[src/rtl/clr_pkg.sv]
// Package: shared constants and state type for the core launch decoder.
// Assumes a power-of-two core count no larger than 256.
package clr_pkg;
    typedef enum logic [0:0] {
        ST_IDLE = 1'b0,   // ready for a new hub operation
        ST_REQ  = 1'b1    // launch request waiting for acceptance
    } clr_state_e;
endpackage

[src/rtl/clr_free_pick.sv]
// Module: lowest-idle-core finder.
// Takes the busy mask and returns the index of the lowest zero bit plus a
// flag saying whether any zero bit exists. Purely combinational apart from
// the clocked check, which needs clk and rst_n.
module clr_free_pick #(
    parameter int NCORES = 8,
    localparam int CW = $clog2(NCORES)
) (
    input  logic              clk,
    input  logic              rst_n,
    input  logic [NCORES-1:0] busy,
    output logic              any_free,
    output logic [CW-1:0]     pick
);
    logic [NCORES-1:0] first_free;

    // one-hot marker of the lowest idle core, one cell per core
    genvar gi;
    generate
        for (gi = 0; gi < NCORES; gi++) begin : g_first
            if (gi == 0) begin : g_lo
                assign first_free[gi] = ~busy[gi];
            end else begin : g_hi
                assign first_free[gi] = ~busy[gi] & (&busy[gi-1:0]);
            end
        end
    endgenerate

    // encode the one-hot marker into a core index
    always_comb begin
        pick = '0;
        for (int i = 0; i < NCORES; i++) begin
            if (first_free[i]) pick = CW'(i);
        end
        any_free = |first_free;
    end

    // the chosen core is idle and every lower core is busy
    a_r3_pick_idle: assert property (@(posedge clk) disable iff (!rst_n)
        any_free |-> (!busy[pick] && ((busy & ((NCORES'(1) << pick) - NCORES'(1)))
                                      == ((NCORES'(1) << pick) - NCORES'(1)))));
    // with nothing idle, the marker is empty
    a_r6_none_idle: assert property (@(posedge clk) disable iff (!rst_n)
        (&busy) |-> !any_free);
endmodule

[src/rtl/clr_busy_track.sv]
// Module: busy-mask register.
// Sets one bit per accepted launch and clears one bit per stop report.
// Assumes at most one set and one clear per cycle; a set beats a clear
// aimed at the same core in the same cycle.
module clr_busy_track #(
    parameter int                NCORES     = 8,
    parameter logic [NCORES-1:0] RESET_BUSY = 8'h01,
    localparam int CW = $clog2(NCORES)
) (
    input  logic              clk,
    input  logic              rst_n,
    input  logic              set_en,
    input  logic [CW-1:0]     set_id,
    input  logic              clr_en,
    input  logic [CW-1:0]     clr_id,
    output logic [NCORES-1:0] busy
);
    logic [NCORES-1:0] set_vec;
    logic [NCORES-1:0] clr_vec;

    // decode set and clear requests into per-core vectors
    always_comb begin
        set_vec = set_en ? (NCORES'(1) << set_id) : '0;
        clr_vec = clr_en ? (NCORES'(1) << clr_id) : '0;
    end

    // hold the mask: clear first, then set so that a set wins
    always_ff @(posedge clk) begin
        if (!rst_n) busy <= RESET_BUSY;
        else        busy <= (busy & ~clr_vec) | set_vec;
    end

    // a set lands regardless of a clear in the same cycle
    a_r10_set_wins: assert property (@(posedge clk) disable iff (!rst_n)
        set_en |=> busy[$past(set_id)]);
    // a clear with no matching set empties the bit
    a_r10_clear: assert property (@(posedge clk) disable iff (!rst_n)
        (clr_en && !(set_en && set_id == clr_id)) |=> !busy[$past(clr_id)]);
endmodule

[src/rtl/core_launch_decoder.sv]
// Module: core launch request decoder (top).
// Decodes hub operations. Non-launch operations are forwarded. Launches
// target the lowest idle core or the issuing core, with a long-aligned
// start address and a full-width parameter. One request is in flight at a
// time; op_ready is low while it waits. Assumes core control reports
// stopped cores on stop_valid/stop_id.
module core_launch_decoder #(
    parameter int                NCORES     = 8,
    parameter int                DW         = 32,
    parameter int                ALIGN_BITS = 2,
    parameter logic [NCORES-1:0] RESET_BUSY = 8'h01,
    localparam int CW = $clog2(NCORES)
) (
    input  logic              clk,
    input  logic              rst_n,
    input  logic              op_valid,
    output logic              op_ready,
    input  logic              op_imm,
    input  logic              op_res,
    input  logic [CW-1:0]     op_core,
    input  logic [DW-1:0]     op_src,
    input  logic [DW-1:0]     op_dst,
    output logic              other_valid,
    output logic [DW-1:0]     other_src,
    output logic [DW-1:0]     other_dst,
    output logic              req_valid,
    input  logic              req_ready,
    output logic [CW-1:0]     req_core,
    output logic [DW-1:0]     req_addr,
    output logic [DW-1:0]     req_param,
    output logic              param_valid,
    output logic [CW-1:0]     param_core,
    output logic [DW-1:0]     param_value,
    output logic              res_valid,
    output logic [DW-1:0]     res_value,
    output logic              res_carry,
    input  logic              stop_valid,
    input  logic [CW-1:0]     stop_id,
    output logic [NCORES-1:0] core_busy
);
    import clr_pkg::*;

    localparam logic [DW-1:0] ALIGN_MASK = ~((DW'(1) << ALIGN_BITS) - DW'(1));
    localparam logic [DW-1:0] FAIL_VALUE = DW'(NCORES - 1);

    clr_state_e    state;
    logic          any_free;
    logic [CW-1:0] free_id;
    logic          take_op;
    logic          accept;

    clr_free_pick #(.NCORES(NCORES)) u_pick (
        .clk      (clk),
        .rst_n    (rst_n),
        .busy     (core_busy),
        .any_free (any_free),
        .pick     (free_id)
    );

    clr_busy_track #(.NCORES(NCORES), .RESET_BUSY(RESET_BUSY)) u_busy (
        .clk    (clk),
        .rst_n  (rst_n),
        .set_en (accept),
        .set_id (req_core),
        .clr_en (stop_valid),
        .clr_id (stop_id),
        .busy   (core_busy)
    );

    // handshake qualifiers for incoming ops and outgoing requests
    always_comb begin
        op_ready = (state == ST_IDLE);
        take_op  = op_valid && op_ready;
        accept   = req_valid && req_ready;
    end

    // decode ops, hold requests, and emit result and parameter pulses
    always_ff @(posedge clk) begin
        if (!rst_n) begin
            state       <= ST_IDLE;
            other_valid <= 1'b0;
            other_src   <= '0;
            other_dst   <= '0;
            req_valid   <= 1'b0;
            req_core    <= '0;
            req_addr    <= '0;
            req_param   <= '0;
            param_valid <= 1'b0;
            param_core  <= '0;
            param_value <= '0;
            res_valid   <= 1'b0;
            res_value   <= '0;
            res_carry   <= 1'b0;
        end else begin
            other_valid <= 1'b0;
            param_valid <= 1'b0;
            res_valid   <= 1'b0;
            case (state)
                ST_IDLE: begin
                    if (take_op) begin
                        if (!op_imm) begin
                            other_valid <= 1'b1;
                            other_src   <= op_src;
                            other_dst   <= op_dst;
                        end else if (op_res && !any_free) begin
                            res_valid <= 1'b1;
                            res_value <= FAIL_VALUE;
                            res_carry <= 1'b1;
                        end else begin
                            req_valid <= 1'b1;
                            req_core  <= op_res ? free_id : op_core;
                            req_addr  <= op_src & ALIGN_MASK;
                            req_param <= op_dst;
                            state     <= ST_REQ;
                        end
                    end
                end
                ST_REQ: begin
                    if (accept) begin
                        req_valid   <= 1'b0;
                        res_valid   <= 1'b1;
                        res_value   <= DW'(req_core);
                        res_carry   <= 1'b0;
                        param_valid <= 1'b1;
                        param_core  <= req_core;
                        param_value <= req_param;
                        state       <= ST_IDLE;
                    end
                end
                default: state <= ST_IDLE;
            endcase
        end
    end

    // a waiting request holds its contents and blocks new ops
    a_r7_hold: assert property (@(posedge clk) disable iff (!rst_n)
        (req_valid && !req_ready) |=> (req_valid && !op_ready && $stable(req_core)
                                       && $stable(req_addr) && $stable(req_param)));
    // start addresses are always long aligned
    a_r4_aligned: assert property (@(posedge clk) disable iff (!rst_n)
        req_valid |-> (req_addr[ALIGN_BITS-1:0] == '0));
    // acceptance marks the target busy and reports it without carry
    a_r8_accept: assert property (@(posedge clk) disable iff (!rst_n)
        accept |=> (core_busy[$past(req_core)] && res_valid && !res_carry
                    && res_value == DW'($past(req_core))));
    // parameter pulse follows acceptance with the accepted word
    a_r9_param: assert property (@(posedge clk) disable iff (!rst_n)
        accept |=> (param_valid && param_value == $past(req_param)
                    && param_core == $past(req_core)));
    // a carried result always carries the failure value
    a_r6_fail_value: assert property (@(posedge clk) disable iff (!rst_n)
        (res_valid && res_carry) |-> (res_value == FAIL_VALUE && !param_valid));
    // a forwarded operation never coincides with a new request
    a_r2_exclusive: assert property (@(posedge clk) disable iff (!rst_n)
        other_valid |-> (!res_valid && !param_valid && !$rose(req_valid)));
endmodule

[config.mk]
export PLATFORM = sky130hd
export DESIGN_NAME = core_launch_decoder
export DESIGN_NICKNAME = d
export VERILOG_FILES = /design/src/rtl/clr_pkg.sv /design/src/rtl/clr_free_pick.sv /design/src/rtl/clr_busy_track.sv /design/src/rtl/core_launch_decoder.sv
export SDC_FILE = /design/constraint.sdc
export NUM_CORES = 1
export LEC_CHECK = 0
export BUFFER_PORTS_ARGS = -buffer_cell sky130_fd_sc_hd__buf_4
export CORE_MARGIN = 2
export CORE_UTILIZATION = 48
export DETAILED_ROUTE_END_ITERATION = 6
export GPL_ROUTABILITY_DRIVEN = 0
export PLACE_DENSITY_LB_ADDON = 0.05
export SKIP_LAST_GASP = 1
export SLEW_MARGIN = 20
export SYNTH_ARGS = -nofsm -noshare
export SYNTH_HDL_FRONTEND = slang
export SYNTH_SLANG_ARGS = --single-unit
export TNS_END_PERCENT = 50
[constraint.sdc]
create_clock -name clk -period 1.9 [get_ports clk]
set_input_delay 0.475 -clock clk [delete_from_list [all_inputs] [get_ports clk]]
set_output_delay 0.475 -clock clk [all_outputs]
set_load 0.02 [all_outputs]
==> Implementation_results.wiki <==
{| class="wikitable"
! Metric !! Value
|-
| Maximum operating frequency || between 500 and 600 MHz
|-
| Crit-path max cell delay || between 0.5 and 0.6 ns
|-
| Final hold violation count || 0
|-
| Most frequent cells in the layout || sky130_fd_sc_hd__nand2_1, sky130_fd_sc_hd__buf_4, sky130_fd_sc_hd__dfxtp_1
|-
| Sinks on Clock Net || roughly 180
|-
| Maximum ir drop on the vdd rail || between 0.5 and 0.6 mV
|-
| Setup Skew || about 0.0075 ns
|-
| Effective utilization at floorplan || 49.0%
|-
| Io pins || around 290
|-
| Endpoint arrival time on the critical path || between 1 and 1.5 ns
|-
| DIE AREA || between 15,000 and 20,000 um2
|-
| Reg area || ~3600 um2
|-
| Vias per Instance || between 4 and 5
|-
| I/O Buffers || roughly 260
|-
| Initial antenna violation count || 0
|-
| Worst skew pair latency || approximately 0.42 ns
|-
| Cell Area, Synth || just over 7000 um2
|-
| Number of nets in the layout || roughly 1,100
|-
| Antenna fix cells || 0
|-
| Power Density || 877 nW/um2
|-
| Post-route standard cell area excluding fillers || around 9500 um2
|-
| Mean cell area of the mapped netlist || 8.42 um2
|-
| Post-synthesis register bit count || 181
|-
| H-tree levels || 4
|-
| Die Width || around 130 um
|-
| Nature of the critical path endpoint || output pin
|-
| Post-synthesis cell type count || roughly 40
|-
| Synth Warn # || 0
|-
| Min setup slack post-route || between 0.2 and 0.25 ns
|-
| Number of setup violations in the final report || 0
|-
| Unrepaired setup endpoints after global routing || false
|-
| Total DRC errors in the routed layout || 0
|-
| Wire length per cell after detailed routing || between 10 and 15 um
|-
| Fraction of layout cells with a size suffix above 1 || around 29%
|-
| Total Neg Setup Slack || 0 ns
|-
| Cells along the critical path || buf_4
|-
| Post CTS Setup Buffer Count || 0
|-
| Detailed Route WL || 18,200 um
|-
| WS Path Type || flip-flop to output pin
|-
| DRC violation total after the first TritonRoute iteration || 332
|-
| Data required time of the worst path || about 1.4 ns
|-
| Sequential element share of the synthesized area || 51.1%
|-
| DRT Pass-1 Iters || 5
|-
| Share of flip-flops with an asynchronous set or reset || 0%
|-
| Number of buffers on the longest clock path || 2
|-
| Result of the run || finished clean
|-
| Placed inst area || around 9000 um2
|-
| Number of filler cells placed in the layout || between 1,000 and 1,500
|-
| Core Footprint || around 14,000 um2
|-
| Largest net degree at the start of global routing || between 70 and 80
|-
| Multi-input combinational cell area || roughly 3000 um2
|-
| Period Utilization, post-route || between 80% and 90%
|-
| Leak Pwr || approximately 0.0040 uW
|-
| Count of flip-flops with a built-in enable after synthesis || 0
|-
| Post-synthesis to final-layout area growth || 34.6%
|-
| Total global routing overflow || 0
|-
| Worst-path fanout max || 9
|-
| Root Driver || sky130_fd_sc_hd__clkbuf_16
|-
| First-pass GRT wire length || a little under 30,000 um
|-
| Post-CTS sizing || 0
|-
| Final period demand of the worst path || about 1.7 ns
|-
| Synth Flop Type || sky130_fd_sc_hd__dfxtp_1
|-
| Max-cap violations || 0
|-
| Syn Inst Count || between 800 and 900
|-
| Clock-pin slew reported for the worst setup and hold paths after clock tree synthesis || 0.07 ns
|-
| Setup crit start kind || flip-flop
|-
| GR Util All Layers || 22.6%
|-
| Worst hold path type || primary input to flip-flop
|-
| Yosys top cell by area || sky130_fd_sc_hd__dfxtp_1
|-
| Final ANT Viol Nets || 0
|-
| Placement Rows || 44
|-
| Family with the most delay on the worst path || flip-flops
|-
| Die Y-Extent || ~130 um
|-
| Final HPWL DP || roughly 13,000 um
|-
| Most common library cell in the layout ignoring fill and taps || sky130_fd_sc_hd__nand2_1
|-
| Final number of max-transition violations || 0
|-
| Vias in the first global route || 5,727
|-
| Area share of the largest cell type after synthesis || between 50% and 60%
|-
| Sum of buffers and inverters on the critical path || 1
|-
| CTS Hold Bufs || 0
|-
| CTS tree || done
|-
| Worst setup slack after placement || 0.357 ns
|-
| Clock buffer count from CTS || 17
|-
| Highest-delay cell along the critical path || sky130_fd_sc_hd__dfxtp_1
|-
| Synth top area cells || sky130_fd_sc_hd__dfxtp_1, sky130_fd_sc_hd__nand2_1, sky130_fd_sc_hd__a21boi_0
|-
| Via count || a little over 6,000
|}
[per-layer routing]
layer  GRT usage, %  vias up  part of all wire [%]
li1               -     3178                     -
met1           28.2     2839                    44
met2           37.0      202                    47
met3           8.00       15                   8.0
met4           6.21        0                   1.2
met5              0        -                     0
[flip-flops by register name (all words and copies together) (netlist names)]
register     cells
req_core         3
req_addr        30
req_param       32
param_valid      1
other_dst       32
res_valid        1
param_value     32
state            1
other_valid      1
res_value        3
other_src       32
req_valid        1
param_core       3
u_busy.busy      8
res_carry        1
[synthesized netlist by cell type, drive strengths merged (3+ instances only)]
| cell | number |
|---|---|
| a21boi | 101 |
| nand2 | 274 |
| dfxtp | 181 |
| inv | 3 |
| and2 | 4 |
| clkbuf | 27 |
| nor2b | 14 |
| nand3 | 69 |
| nor2 | 5 |
| a21oi | 3 |
| a22oi | 5 |
| o221a | 3 |
| o21ai | 64 |
| nand4 | 3 |
| buf | 66 |
[cells by family (layout without fill, tap and decap cells)]
group,Yosys count,count (layout),share of synthesized area (%)
buffers and inverters,96,305,8.35
and+or+nand+nor,378,378,22.7
DFF,181,181,51.1
other,1,31,0.0529
AOI/OAI and AO/OA,186,186,17.8
[path summary, 6_finish.rpt]
path                                startpoint       endpoint  slack, ns  cells after the start
worst max-delay path               req_core[0]    req_core[0]       0.22                      1
worst min register to register   other_src[23]  other_src[23]       0.45                      2
worst min-delay path                op_src[11]   req_addr[11]       0.27                      3
worst max register to register  u_busy.busy[4]   req_addr[27]       0.48                      5
[through the flow]
stage,std cells,utilization (%),hold slack (ns),total power (uW)
after floorplan,872,-,0.531,4730
after global placement,1233,62.1,0.442,5140
after detailed placement,1233,62.1,0.448,5150
after CTS,1265,65.9,0.260,8450
after global routing,1265,65.9,0.269,8690
final,1265,65.9,0.272,8370
[worst register-to-register path, delay by kind of cell (launching register included)]
| kind | cells | cell delay, ns |
|---|---|---|
| compound gates | 2 | 0.34 |
| buf+inv | 1 | 0.30 |
| flops | 1 | 0.38 |
| simple gates | 2 | 0.33 |
[final cells by class]
cell class                      instances  share of cell area, %
Timing Repair Buffer                  270                   22.3
Clock inverter                          8                  0.786
Tap cell                              184                   2.41
Multi-Input combinational cell        595                   31.4
Sequential cell                       181                   38.0
Clock buffer                           24                   5.05
Inverter                                3                  0.118
[power breakdown]
part           internal, uW  leakage [uW]  switching [uW]  total [uW]
Clock                  1900      0.000262            1410        3320
Sequential             3940       0.00147            93.5        4030
Combinational           422       0.00225             603        1030
Power figures use the tool's default switching activity.
